### src/rtl/priv_pkg.sv
// Package: shared codes and status-word bit positions for the privileged
// control unit. Assumes a status word of at least 23 bits.
package priv_pkg;

    typedef enum logic [1:0] {
        OP_SRET   = 2'd0,
        OP_MRET   = 2'd1,
        OP_WFI    = 2'd2,
        OP_SFENCE = 2'd3
    } op_e;

    localparam logic [1:0] PRIV_U = 2'b00;
    localparam logic [1:0] PRIV_S = 2'b01;
    localparam logic [1:0] PRIV_M = 2'b11;

    localparam int B_UIE  = 0;
    localparam int B_SIE  = 1;
    localparam int B_MIE  = 3;
    localparam int B_SPIE = 5;
    localparam int B_MPIE = 7;
    localparam int B_SPP  = 8;
    localparam int B_MPP  = 11;
    localparam int B_TVM  = 20;
    localparam int B_TW   = 21;
    localparam int B_TSR  = 22;

endpackage

### src/rtl/priv_legality.sv
// Module: decides whether a privileged operation is legal and picks the
// return target. Privilege-type faults rank above the alignment fault, so
// at most one fault output is ever high. Purely combinational.
module priv_legality
    import priv_pkg::*;
#(
    parameter int XLEN = 32
) (
    input  op_e             op_i,
    input  logic [1:0]      cur_priv_i,
    input  logic [XLEN-1:0] mstatus_i,
    input  logic [XLEN-1:0] sepc_i,
    input  logic [XLEN-1:0] mepc_i,
    input  logic            rvc_en_i,
    input  logic            new_spec_i,
    output logic            illegal_o,
    output logic            misalign_o,
    output logic [XLEN-1:0] target_o
);

    logic in_s;
    logic is_ret;
    logic priv_fault;

    // Classify privilege-type faults per operation.
    always_comb begin
        in_s       = (cur_priv_i == PRIV_S);
        priv_fault = 1'b0;
        unique case (op_i)
            OP_SRET:   priv_fault = (cur_priv_i == PRIV_U) ||
                                    (new_spec_i && mstatus_i[B_TSR]);
            OP_MRET:   priv_fault = (cur_priv_i != PRIV_M);
            OP_WFI:    priv_fault = in_s && new_spec_i && mstatus_i[B_TW];
            OP_SFENCE: priv_fault = in_s && new_spec_i && mstatus_i[B_TVM];
            default:   priv_fault = 1'b0;
        endcase
    end

    // Select the return target and apply the alignment check below privilege.
    always_comb begin
        is_ret     = (op_i == OP_SRET) || (op_i == OP_MRET);
        target_o   = (op_i == OP_SRET) ? sepc_i : mepc_i;
        illegal_o  = priv_fault;
        misalign_o = is_ret && !priv_fault && !rvc_en_i && (target_o[1:0] != 2'b00);
    end

endmodule

### src/rtl/priv_xret_update.sv
// Module: computes the privilege and status word that a successful SRET or
// MRET leaves behind, under either spec rule set. Combinational; the caller
// decides whether the result is committed.
module priv_xret_update
    import priv_pkg::*;
#(
    parameter int XLEN = 32
) (
    input  logic            is_sret_i,
    input  logic [XLEN-1:0] mstatus_i,
    input  logic            new_spec_i,
    output logic [XLEN-1:0] mstatus_o,
    output logic [1:0]      priv_o
);

    logic [1:0] prev;
    logic       saved_en;

    // Pick the saved privilege and saved enable bit for the return kind.
    always_comb begin
        if (is_sret_i) begin
            prev     = {1'b0, mstatus_i[B_SPP]};
            saved_en = mstatus_i[B_SPIE];
        end else begin
            prev     = mstatus_i[B_MPP +: 2];
            saved_en = mstatus_i[B_MPIE];
        end
    end

    // Restore the enable bit, then clear the saved enable and saved privilege.
    always_comb begin
        mstatus_o = mstatus_i;
        if (new_spec_i) begin
            if (is_sret_i) mstatus_o[B_SIE] = saved_en;
            else           mstatus_o[B_MIE] = saved_en;
        end else begin
            mstatus_o[B_UIE + int'(prev)] = saved_en;
        end
        if (is_sret_i) begin
            mstatus_o[B_SPIE] = 1'b0;
            mstatus_o[B_SPP]  = 1'b0;
        end else begin
            mstatus_o[B_MPIE]      = 1'b0;
            mstatus_o[B_MPP +: 2]  = PRIV_U;
        end
        priv_o = prev;
    end

endmodule

### src/rtl/priv_ctrl_unit.sv
// Module: top of the privileged control unit. Registers the legality verdict
// and the committed effect one cycle after each valid strobe. Assumes the
// caller feeds the privilege and status outputs back as the next inputs.
module priv_ctrl_unit
    import priv_pkg::*;
#(
    parameter int XLEN = 32
) (
    input  logic            clk,
    input  logic            rst_n,
    input  logic            valid_i,
    input  logic [1:0]      op_i,
    input  logic [1:0]      cur_priv_i,
    input  logic [XLEN-1:0] mstatus_i,
    input  logic [XLEN-1:0] sepc_i,
    input  logic [XLEN-1:0] mepc_i,
    input  logic            rvc_en_i,
    input  logic            new_spec_i,
    output logic [1:0]      priv_o,
    output logic [XLEN-1:0] mstatus_o,
    output logic [XLEN-1:0] pc_o,
    output logic            redirect_o,
    output logic            illegal_o,
    output logic            misalign_o,
    output logic            halt_o,
    output logic            flush_o
);

    op_e             op;
    logic            illegal_c;
    logic            misalign_c;
    logic [XLEN-1:0] target_c;
    logic [XLEN-1:0] ret_mstatus_c;
    logic [1:0]      ret_priv_c;
    logic            commit_ret;
    logic            commit_wfi;
    logic            commit_fence;

    assign op = op_e'(op_i);

    priv_legality #(.XLEN(XLEN)) u_legal (
        .op_i       (op),
        .cur_priv_i (cur_priv_i),
        .mstatus_i  (mstatus_i),
        .sepc_i     (sepc_i),
        .mepc_i     (mepc_i),
        .rvc_en_i   (rvc_en_i),
        .new_spec_i (new_spec_i),
        .illegal_o  (illegal_c),
        .misalign_o (misalign_c),
        .target_o   (target_c)
    );

    priv_xret_update #(.XLEN(XLEN)) u_xret (
        .is_sret_i  (op == OP_SRET),
        .mstatus_i  (mstatus_i),
        .new_spec_i (new_spec_i),
        .mstatus_o  (ret_mstatus_c),
        .priv_o     (ret_priv_c)
    );

    // Gate every architectural effect on a fault-free valid operation.
    always_comb begin
        commit_ret   = valid_i && !illegal_c && !misalign_c &&
                       ((op == OP_SRET) || (op == OP_MRET));
        commit_wfi   = valid_i && !illegal_c && (op == OP_WFI);
        commit_fence = valid_i && !illegal_c && (op == OP_SFENCE);
    end

    // Register outputs; pulses last one cycle, state holds without a strobe.
    always_ff @(posedge clk) begin
        if (!rst_n) begin
            priv_o     <= PRIV_M;
            mstatus_o  <= '0;
            pc_o       <= '0;
            redirect_o <= 1'b0;
            illegal_o  <= 1'b0;
            misalign_o <= 1'b0;
            halt_o     <= 1'b0;
            flush_o    <= 1'b0;
        end else begin
            redirect_o <= commit_ret;
            illegal_o  <= valid_i && illegal_c;
            misalign_o <= valid_i && misalign_c;
            halt_o     <= commit_wfi;
            flush_o    <= commit_fence;
            if (valid_i) begin
                priv_o    <= commit_ret ? ret_priv_c : cur_priv_i;
                mstatus_o <= commit_ret ? ret_mstatus_c : mstatus_i;
            end
            if (commit_ret) begin
                pc_o <= target_c;
            end
        end
    end

    AST_RESET_MACHINE: assert property (@(posedge clk) disable iff (!rst_n)
        $rose(rst_n) |-> (priv_o == PRIV_M));
    AST_SRET_FROM_USER: assert property (@(posedge clk) disable iff (!rst_n)
        (valid_i && op_i == 2'd0 && cur_priv_i == 2'b00) |=> illegal_o);
    AST_MRET_BELOW_M: assert property (@(posedge clk) disable iff (!rst_n)
        (valid_i && op_i == 2'd1 && cur_priv_i != 2'b11) |=> illegal_o);
    AST_TSR_BLOCKS_SRET: assert property (@(posedge clk) disable iff (!rst_n)
        (valid_i && op_i == 2'd0 && new_spec_i && mstatus_i[22]) |=> (illegal_o && !redirect_o));
    AST_MISALIGN_ONLY_NO_RVC: assert property (@(posedge clk) disable iff (!rst_n)
        misalign_o |-> !$past(rvc_en_i));
    AST_WFI_MACHINE_HALTS: assert property (@(posedge clk) disable iff (!rst_n)
        (valid_i && op_i == 2'd2 && cur_priv_i == 2'b11) |=> halt_o);
    AST_TVM_BLOCKS_FENCE: assert property (@(posedge clk) disable iff (!rst_n)
        (valid_i && op_i == 2'd3 && cur_priv_i == 2'b01 && new_spec_i && mstatus_i[20])
        |=> (illegal_o && !flush_o));
    AST_ONE_CAUSE: assert property (@(posedge clk) disable iff (!rst_n)
        !(illegal_o && misalign_o));
    AST_TRAP_QUIET: assert property (@(posedge clk) disable iff (!rst_n)
        (illegal_o || misalign_o) |-> !(redirect_o || halt_o || flush_o));
    AST_PULSE_FROM_STROBE: assert property (@(posedge clk) disable iff (!rst_n)
        (illegal_o || misalign_o || redirect_o || halt_o || flush_o) |-> $past(valid_i));
    AST_PRIV_HOLDS: assert property (@(posedge clk) disable iff (!rst_n)
        !$past(valid_i) |-> $stable(priv_o));

endmodule

### config.mk
export PLATFORM = sky130hd
export DESIGN_NAME = priv_ctrl_unit
export DESIGN_NICKNAME = d
export VERILOG_FILES = /design/src/rtl/priv_pkg.sv /design/src/rtl/priv_legality.sv /design/src/rtl/priv_xret_update.sv /design/src/rtl/priv_ctrl_unit.sv
export SDC_FILE = /design/constraint.sdc
export NUM_CORES = 1
export LEC_CHECK = 0
export ABC_CLOCK_PERIOD_IN_PS = 2750
export BUFFER_PORTS_ARGS = -buffer_cell sky130_fd_sc_hd__buf_4
export CELL_PAD_IN_SITES_DETAIL_PLACEMENT = 0
export CELL_PAD_IN_SITES_GLOBAL_PLACEMENT = 1
export CORE_UTILIZATION = 31
export CTS_CLUSTER_SIZE = 24
export DETAILED_ROUTE_END_ITERATION = 8
export MAX_ROUTING_LAYER = met4
export PLACE_DENSITY_LB_ADDON = 0.1
export RECOVER_POWER = 50
export SLEW_MARGIN = 10
export SYNTH_ARGS = -nofsm -noshare
export SYNTH_HDL_FRONTEND = slang
export SYNTH_SLANG_ARGS = --single-unit
### constraint.sdc
create_clock -name clk -period 2.75 [get_ports clk]
set_clock_uncertainty 0.2 [all_clocks]
set_input_delay 0.55 -clock clk [delete_from_list [all_inputs] [get_ports clk]]
set_output_delay 0.55 -clock clk [all_outputs]
set_load 0.005 [all_outputs]
==> flow_summary.json <==
{
  "ys_warn_count": 0,
  "synth_fp_nets": 468,
  "place_area_sq_mm": 0.00461,
  "maxCapViolCount": 1,
  "async_reset_ff_share_pct": 0,
  "hold_start": "mstatus_i[14]",
  "r2r_cells": 3,
  "core_area_sq_mm": 0.00991,
  "setup_viol": 0,
  "period_share_pct": 83.4,
  "grt_overflow": 0,
  "syn_avg_cell_area_sq_um": 8.82,
  "antenna_found_initial": 0,
  "clock-sinks": 71,
  "drc": 0,
  "worst-path-max-fanout": 23,
  "rrSetupSlack_ns": 1.74,
  "max_stage_delay_ns": 1.18,
  "critical_path_buf_inv_count": 2,
  "endpoint_kind": "flop",
  "post_drt_wl_per_cell_microns": 14.1,
  "clkLatencyLatePin_ns": 0.33,
  "dr.pass1.iters": 4,
  "cts.repair.resized": 0,
  "place_hpwl_microns": 6890,
  "worstReg2RegStart": "mstatus_o[0]",
  "stdcell_count": 666,
  "power.leakage_nw": 2.39,
  "cts_max_path_buffers": 2,
  "grt_use_total_pct": 18.1,
  "postCtsSetupRepairBufs": 0,
  "dieArea_sq_mm": 0.0107,
  "die_h_microns": 104,
  "synth_cells": 363,
  "critPathTopFamily": "buffers and inverters",
  "synth-seq-area-share_pct": 44.4,
  "cp.arrival_ns": 2.31,
  "hold_path_depth": 3,
  "rows": 36,
  "synth.most_common_cell": "nand2_1",
  "ir_drop_mv": 0.269,
  "synthTopCellsByCount": "nand2_1 (72), dfxtp_1 (71), nor2_1 (45)",
  "finalWeightedCongestion": 0.752,
  "utilization_pct": 48.1,
  "status": "finished with violations",
  "place_inst": 650,
  "ys_types": 39,
  "power_mw": 2.35,
  "min_to": "mstatus_o[14]",
  "synth_area_leaders": "dfxtp_1 (44%), nand2_1 (8.4%), mux2i_1 (7.2%), o211a_1 (7.2%), nand3_1 (6.1%)",
  "grt_setup_unrepaired": "no",
  "fp.dieW_microns": 104,
  "boundaryPins": 176,
  "clockRootBuffer": "clkbuf_8",
  "grt_pass1_vias": 3032,
  "start_kind": "input port",
  "worstMarginPinSlew_ns": 1.60,
  "synth-edff-count": 0,
  "drive_gt1_share_pct": 38.6,
  "grt_pass1_wl_microns": 15200,
  "cts_tree": "done",
  "slew_viol_final": 24,
  "cts_hold_buf": 0,
  "vias": 3149,
  "critical_path_class": "input port to flop",
  "yosysTopAreaCell": "dfxtp_1",
  "max_clock_freq_mhz": 436,
  "cts_made_buffers": 9,
  "hold_path_class": "input port to flop",
  "initial_utilization_pct": 32.3,
  "nets": 633,
  "drtAntennaViolNets": 0,
  "drtIter0Drc": 107,
  "required_ns": 2.77,
  "p_per_area_mw_per_mm2": 493,
  "crit_chain": "buf_4 -> clkbuf_1 -> mux2i_1 -> nor2_1",
  "syn-cell-area_sq_mm": 0.00320,
  "finalInstanceArea_sq_mm": 0.00477,
  "violations": "capacitance limit, slew limit",
  "clkTransAtPathRegs_ns": 0.08,
  "htree_levels": 3,
  "wl_microns": 9380,
  "vias_per_cell": 4.73,
  "cp_slowest_cell": "clkbuf_1",
  "area.growth.synth_to_final_pct": 48.8,
  "post-route-min-period_ns": 2.29,
  "ys_ff_latch": 71,
  "diodes": 0,
  "hold_viol_final": 0,
  "timing.slew.headroom_pct": -6.80,
  "grt_max_degree": 45,
  "r2r-end": "mstatus_o[0]",
  "io_buffers": 175,
  "fin_setup_tns_ns": 0,
  "netlist.area_leader.share_pct": 44.4,
  "synthFlopType": "dfxtp_1"
}
-- kinds of logic after synthesis --
group | after synthesis | share of synthesized area [%]
simple gates | 170 | 23.5
mux | 25 | 7.89
flops | 71 | 44.4
compound gates | 63 | 18.6
buf+inv | 34 | 5.62
-- sequential cells by signal (all words and copies together), names as in the netlist --
signal / flops
illegal_o: 1
pc_o: 32
flush_o: 1
misalign_o: 1
mstatus_o: 32
halt_o: 1
priv_o: 2
redirect_o: 1
-- final cells by class --
type | instances | area, sq um
sequential | 71 | 1420
clock inverter | 5 | 57.6
inverter | 4 | 15.0
clock buffer | 11 | 141
fill | 1001 | 5140
multi-input combinational | 258 | 1610
timing repair buffer | 184 | 1360
tap | 133 | 166
-- worst min-delay path, stage by stage --
cell and delay, ns:
buf_4 0.08, mux2i_1 0.05, nor2_1 0.07
-- through the flow --
stage	hold slack, ns	setup slack (ns)
3_5_place_dp	0.272	0.257
5_1_grt	0.227	0.278
4_1_cts	0.224	0.620
2_1_floorplan	0.271	0.586
3_3_place_gp	0.263	0.318
6_report	0.242	0.457
-- layout by cell type (no fill, tap or decap), drive strengths merged, types with 3 or more instances in the layout --
master	Yosys	routed
o21ai	12	12
a311oi	10	10
nand3	39	39
clkinvlp	0	3
nor2	45	45
nor4	3	3
clkbuf	12	60
nand2	72	72
inv	3	3
mux2i	23	23
o211a	23	23
nor3	4	4
dfxtp	71	71
buf	18	135
-- worst max path at each step --
stage / cells past startpoint / end / start
2_1_floorplan: 6 / mstatus_o[0] / op_i[0]
3_3_place_gp: 7 / pc_o[2] / op_i[1]
3_5_place_dp: 7 / pc_o[7] / op_i[1]
4_1_cts: 7 / pc_o[1] / op_i[1]
5_1_grt: 4 / mstatus_o[26] / valid_i
6_report: 4 / mstatus_o[30] / valid_i
-- per-layer routing --
| metal | vias up | part of all wire [%] | GRT usage (%) |
|---|---|---|---|
| li1 | 1600 | - | - |
| met1 | 1445 | 45 | 21.8 |
| met2 | 94 | 47 | 28.9 |
| met3 | 10 | 6.0 | 5.73 |
| met4 | 0 | 1.4 | 5.51 |
| met5 | - | 0 | - |
-- power breakdown --
group	switching (mW)	internal, mW
registers	0.0246	1.08
clock network	0.388	0.442
logic	0.188	0.227
No activity file was read; power rests on OpenSTA's default activity.
